File: src/rtl/tso_store_buffer.sv
`timescale 1ns/1ps
module tso_store_buffer #(
  parameter int ADDR_W = 16,
  parameter int DATA_W = 32,
  parameter int DEPTH  = 8
) (
  input  logic              clk,
  input  logic              rst,
  input  logic              req_valid,
  output logic              req_ready,
  input  logic [1:0]        req_op,
  input  logic [ADDR_W-1:0] req_addr,
  input  logic [DATA_W-1:0] req_wdata,
  input  logic [DATA_W/8-1:0] req_mask,
  input  logic [3:0]        req_pred,
  input  logic [3:0]        req_succ,
  output logic              rsp_valid,
  output logic [DATA_W-1:0] rsp_data,
  output logic              mem_valid,
  input  logic              mem_ready,
  output logic              mem_we,
  output logic [ADDR_W-1:0] mem_addr,
  output logic [DATA_W-1:0] mem_wdata,
  output logic [DATA_W/8-1:0] mem_mask,
  input  logic              mem_rvalid,
  input  logic [DATA_W-1:0] mem_rdata,
  output logic              idle
);
  localparam int NB = DATA_W / 8;
  localparam int PW = $clog2(DEPTH);
  localparam int CW = PW + 1;
  localparam int SW = 1 + NB + DATA_W;

  logic [ADDR_W-1:0] q_addr [DEPTH];
  logic [DATA_W-1:0] q_data [DEPTH];
  logic [NB-1:0]     q_mask [DEPTH];
  logic [PW-1:0]     head, tail;
  logic [CW-1:0]     count;

  logic              ld_pend, ld_out, fwd_v, st_lock;
  logic [ADDR_W-1:0] ld_addr;
  logic [DATA_W-1:0] fwd_q;
  logic [CW-1:0]     fen_cnt;
  logic              fen_r, fen_succ_w, fen_succ_r;

  function automatic logic [SW-1:0] scan(input logic [ADDR_W-1:0] a);
    logic any;
    logic [NB-1:0] cov;
    logic [DATA_W-1:0] d;
    logic [PW-1:0] idx;
    any = 1'b0; cov = '0; d = '0;
    for (int k = 0; k < DEPTH; k++) begin
      idx = head + PW'(k);
      if (CW'(k) < count && q_addr[idx] == a) begin
        any = 1'b1;
        for (int b = 0; b < NB; b++)
          if (q_mask[idx][b]) begin
            cov[b] = 1'b1;
            d[8*b +: 8] = q_data[idx][8*b +: 8];
          end
      end
    end
    return {any, cov, d};
  endfunction

  logic [SW-1:0] req_scan, ld_scan;
  assign req_scan = scan(req_addr);
  assign ld_scan  = scan(ld_addr);

  logic req_full, ld_match, fpend, ld_busy;
  assign req_full = &req_scan[DATA_W +: NB];
  assign ld_match = ld_scan[SW-1];
  assign fpend    = (fen_cnt != '0) || fen_r;
  assign ld_busy  = ld_pend || ld_out || fwd_v;

  logic st_ok, ld_ok;
  assign st_ok = (count < CW'(DEPTH)) && !ld_pend && !(fpend && fen_succ_w);
  assign ld_ok = !ld_busy && !(fpend && fen_succ_r);

  always_comb begin
    case (req_op)
      2'd0:    req_ready = st_ok;
      2'd1:    req_ready = ld_ok;
      2'd2:    req_ready = !fpend;
      default: req_ready = 1'b1;
    endcase
  end

  logic acc, push, ld_acc, fn_acc;
  assign acc    = req_valid && req_ready;
  assign push   = acc && req_op == 2'd0;
  assign ld_acc = acc && req_op == 2'd1;
  assign fn_acc = acc && req_op == 2'd2;

  logic sel_ld, pop, rd_go;
  assign sel_ld    = ld_pend && !ld_match && !st_lock;
  assign mem_valid = sel_ld || (count != '0);
  assign mem_we    = !sel_ld;
  assign mem_addr  = sel_ld ? ld_addr : q_addr[head];
  assign mem_wdata = q_data[head];
  assign mem_mask  = sel_ld ? '1 : q_mask[head];
  assign pop       = mem_valid && mem_ready && mem_we;
  assign rd_go     = mem_valid && mem_ready && !mem_we;

  assign rsp_valid = fwd_v || (ld_out && mem_rvalid);
  assign rsp_data  = fwd_v ? fwd_q : mem_rdata;
  assign idle      = (count == '0) && !fpend;

  always_ff @(posedge clk) begin
    if (push) begin
      q_addr[tail] <= req_addr;
      q_data[tail] <= req_wdata;
      q_mask[tail] <= req_mask;
    end
    fwd_q <= req_scan[DATA_W-1:0];
    if (ld_acc) ld_addr <= req_addr;
  end

  always_ff @(posedge clk) begin
    if (rst) begin
      head <= '0; tail <= '0; count <= '0;
      ld_pend <= 1'b0; ld_out <= 1'b0; fwd_v <= 1'b0; st_lock <= 1'b0;
      fen_cnt <= '0; fen_r <= 1'b0; fen_succ_w <= 1'b0; fen_succ_r <= 1'b0;
    end else begin
      if (push) tail <= tail + 1'b1;
      if (pop)  head <= head + 1'b1;
      count   <= count + CW'(push) - CW'(pop);
      st_lock <= mem_valid && !mem_ready && mem_we;
      fwd_v   <= ld_acc && req_full;
      if (ld_acc && !req_full) ld_pend <= 1'b1;
      else if (rd_go)          ld_pend <= 1'b0;
      if (rd_go)           ld_out <= 1'b1;
      else if (mem_rvalid) ld_out <= 1'b0;
      if (fn_acc) begin
        fen_cnt    <= (req_pred[0] || req_pred[2]) ? count - CW'(pop) : '0;
        fen_r      <= (req_pred[1] || req_pred[3]) && ld_busy;
        fen_succ_w <= req_succ[0] || req_succ[2];
        fen_succ_r <= req_succ[1] || req_succ[3];
      end else begin
        if (pop && fen_cnt != '0) fen_cnt <= fen_cnt - 1'b1;
        if (fen_r && !ld_busy)    fen_r <= 1'b0;
      end
    end
  end
endmodule

File: config.mk
export PLATFORM = sky130hd
export DESIGN_NAME = tso_store_buffer
export DESIGN_NICKNAME = d
export VERILOG_FILES = /design/src/rtl/tso_store_buffer.sv
export SDC_FILE = /design/constraint.sdc
export NUM_CORES = 2
export LEC_CHECK = 0
export BUFFER_PORTS_ARGS = -buffer_cell sky130_fd_sc_hd__buf_4
export CORE_UTILIZATION = 30
export DETAILED_ROUTE_END_ITERATION = 7
export PLACE_DENSITY = 0.55
export REMOVE_ABC_BUFFERS = 1
export SLEW_MARGIN = 20
export SYNTH_ARGS = -nofsm -noshare
export SYNTH_HDL_FRONTEND = slang
export SYNTH_SLANG_ARGS = --single-unit
File: constraint.sdc
create_clock -name clk -period 8.6 [get_ports clk]
set_input_delay 0.86 -clock clk [delete_from_list [all_inputs] [get_ports clk]]
set_output_delay 0.86 -clock clk [all_outputs]
set_load 0.02 [all_outputs]
==> results.yml <==
route:
  viasPerCell: 6.17
  wl_mm: 154
  final_antenna_net_count: 0
  wl_per_cell_um: 29.9
  drtIter0Drc: 3950
  first_pass_iters: 6
  drc: 0
  detailroute.via_count: 31751
synth:
  synth_compound_area_share_pct: 7.70
  postSynthRegisterBits: 488
  synth_area_leaders: "edfxtp_1 (32%), mux4_2 (27%), mux2i_1 (7.0%), nand2_1 (5.1%), xnor2_1 (3.5%)"
  synth-xor-area-share_pct: 6.05
  synth_edf_count: 432
  synth_area_leader_cell: "edfxtp_1"
  synth-seq-area-share_pct: 34.9
  synth_top_area_share_pct: 32.2
  yosysWarnings: 0
  synth_top_family_by_area: "multiplexers"
  syn-cell-area_sq_um: 40300
  synthSimpleGateAreaFrac_pct: 10.1
  synth_cell_types: 82
  ys.flop_type: "edfxtp_1"
  synthArstFlopShare_pct: 0
  yosys-mux-area-fraction_pct: 37.0
  avgSynthCellArea_sq_um: 12.3
  syn_inst: 3282
  synth_adder_area_share_pct: 0.515
clocking:
  cts_setup_buffers: 0
  cts_buffer_depth: 3
  clock_latency_ps: 710
  htreeDepth: 2
  clkTransAtPathRegs_ps: 70
  cts_buffers: 60
  ctsRootBufferMaster: "clkbuf_16"
  numClockSinks: 488
  post_cts_resized: 0
  cts_hold_buf: 0
  tritoncts: "yes"
layout:
  final_common_cell: "nand2_1"
  layout_common_cells: "nand2_1 (544), mux4_2 (489), edfxtp_1 (432)"
  drive_gt1_share_pct: 30.2
  fin_cells: 5149
  fill_cells: 13176
  nets: 3442
  syn_to_final_growth_pct: 13.2
placed_design:
  place_congestion: 1.07
  placedCellCount: 5032
  io_buffers: 187
  hpwl_mm: 103
die:
  die_y_um: 369
  die_area_sq_um: 136000
  die_x_um: 369
  io_pins: 188
  rows: 134
  core_sq_um: 133000
  start_util_pct: 30.2
sta:
  fmax_mhz: 132
  worst_slew_pin_slew_ps: 1140
  hold_viol: 0
  post-route-min-period_ps: 7580
  slew_viol_final: 0
  fin_worst_skew_ps: 47.1
  rsz0062_at_grt: "false"
  fin_crit_sh_pct: 88.1
  max_slew_margin_pct: 23.4
  setup_viol: 0
power:
  power_w: 0.0134
  p_leak_nw: 14.6
  p_per_area_nw_per_um2: 294
  vdd_ir_drop_max_uv: 217
outcome:
  outcome: "complete, no violations"
worst_setup_path:
  crit_chain: "inv_1, buf_4, ha_4, xnor2_4, buf_4, mux2i_1, a221oi_1, xnor2_1, nand4_1, nor4_1, a21o_1, nor4_4, buf_4, nand2_1, o21ai_0, buf_4"
  cp_max_fo: 29
  cp-end-kind: "output port"
  slowest_stage: "nor4_4"
  worstPathRequired_ps: 7740
  path_class: "reg2out"
  start_kind: "flip-flop"
  cp_common_cell: "buf_4"
  slowest_delay_ps: 890
  cp.arrival_ps: 6720
run:
  cap_viol_max_count: 0
global_routing:
  track_usage_pct: 22.0
  antenna_found_initial: 15
  grt_overflow: 0
  grt_pass1_vias: 29922
  grt_pass1_wl_mm: 219
  grt_max_degree: 153
min_path:
  hp-class: "in2reg"
synthesized netlist by cell type, drive strengths merged, types with 36 or more instances:
| cell | n |
|---|---|
| nand2 | 544 |
| nand4 | 36 |
| mux2i | 284 |
| buf | 176 |
| nand3 | 48 |
| nor3 | 50 |
| xnor2 | 162 |
| a21oi | 80 |
| xor2 | 113 |
| dfxtp | 56 |
| nor2 | 72 |
| clkbuf | 119 |
| a31oi | 37 |
| edfxtp | 432 |
| mux2 | 88 |
| mux4 | 492 |
| o21ai | 38 |
routing by layer:
layer | global-route usage (%) | vias up | wire (um)
li1 | - | 13232 | -
met1 | 29.3 | 16256 | 61400
met2 | 35.4 | 1944 | 72100
met3 | 4.81 | 299 | 14600
met4 | 7.47 | 20 | 5850
met5 | 0 | - | 125
through the flow:
step / util [%] / area, sq um / setup WS [ps] / setup TNS, ps / hold WS [ps]
after floorplan: - / 38900 / -26060 / -1833340 / 454
after global routing: 34.2 / 45600 / 669 / 0 / 377
after CTS: 34.2 / 45600 / 982 / 0 / 346
after global placement: 32.7 / 43600 / 1810 / 0 / 474
final: 34.2 / 45700 / 1020 / 0 / 383
after detailed placement: 32.7 / 43600 / 1760 / 0 / 484
worst max-delay path, delay by kind of cell, from the launching register on:
| family | cells | cell delay (ps) |
|---|---|---|
| simple gates | 4 | 1190 |
| xor+xnor | 2 | 880 |
| flops | 1 | 640 |
| compound gates | 3 | 1220 |
| mux | 1 | 120 |
| fa+ha+maj | 1 | 280 |
| buf+inv | 5 | 1590 |
layout make-up:
| class | instances | area, sq um | share of cell area, % |
|---|---|---|---|
| Inverter | 28 | 105 | 0.230 |
| Tap cell | 1768 | 2210 | 4.85 |
| Sequential cell | 488 | 14100 | 30.9 |
| Antenna cell | 2 | 5.00 | 0.0110 |
| Multi-Input combinational cell | 2471 | 25000 | 54.8 |
| Timing Repair Buffer | 278 | 2160 | 4.72 |
| Clock inverter | 36 | 420 | 0.921 |
| Clock buffer | 78 | 1610 | 3.52 |
path summary, 6_finish.rpt:
path / start / end / slack [ps] / depth (start not counted)
worst max register to register: head[0] / count[2] / 1740 / 22
worst min register to register: ld_out / ld_out / 490 / 2
worst min-delay path: req_wdata[12] / q_data[6][12] / 380 / 1
worst max-delay path: head[0] / mem_addr[3] / 1020 / 16
cells by family after synthesis:
logic type / Yosys count
buffers and inverters: 323
flip-flops: 488
adder cells (fa/ha/maj): 16
multiplexers: 864
XOR/XNOR: 275
AND/OR/NAND/NOR: 895
AO/OA/AOI/OAI: 421
flip-flops by register name (all words and copies together), names as in the netlist, named ones only:
name and count:
fen_succ_w 1, q_data 256, q_addr 128, ld_pend 1
ld_out 1, ld_addr 16, head 3, fwd_q 32
tail 3, fen_r 1, fen_succ_r 1, count 4
st_lock 1, q_mask 32, fwd_v 1, fen_cnt 4
report_power, final:
part,internal (W),switching [W]
combinational,0.00347,0.00456
sequential,0.00264,0.000147
clock,0.00153,0.00109
total,0.00763,0.00581
(Power assumes the default switching activity.)
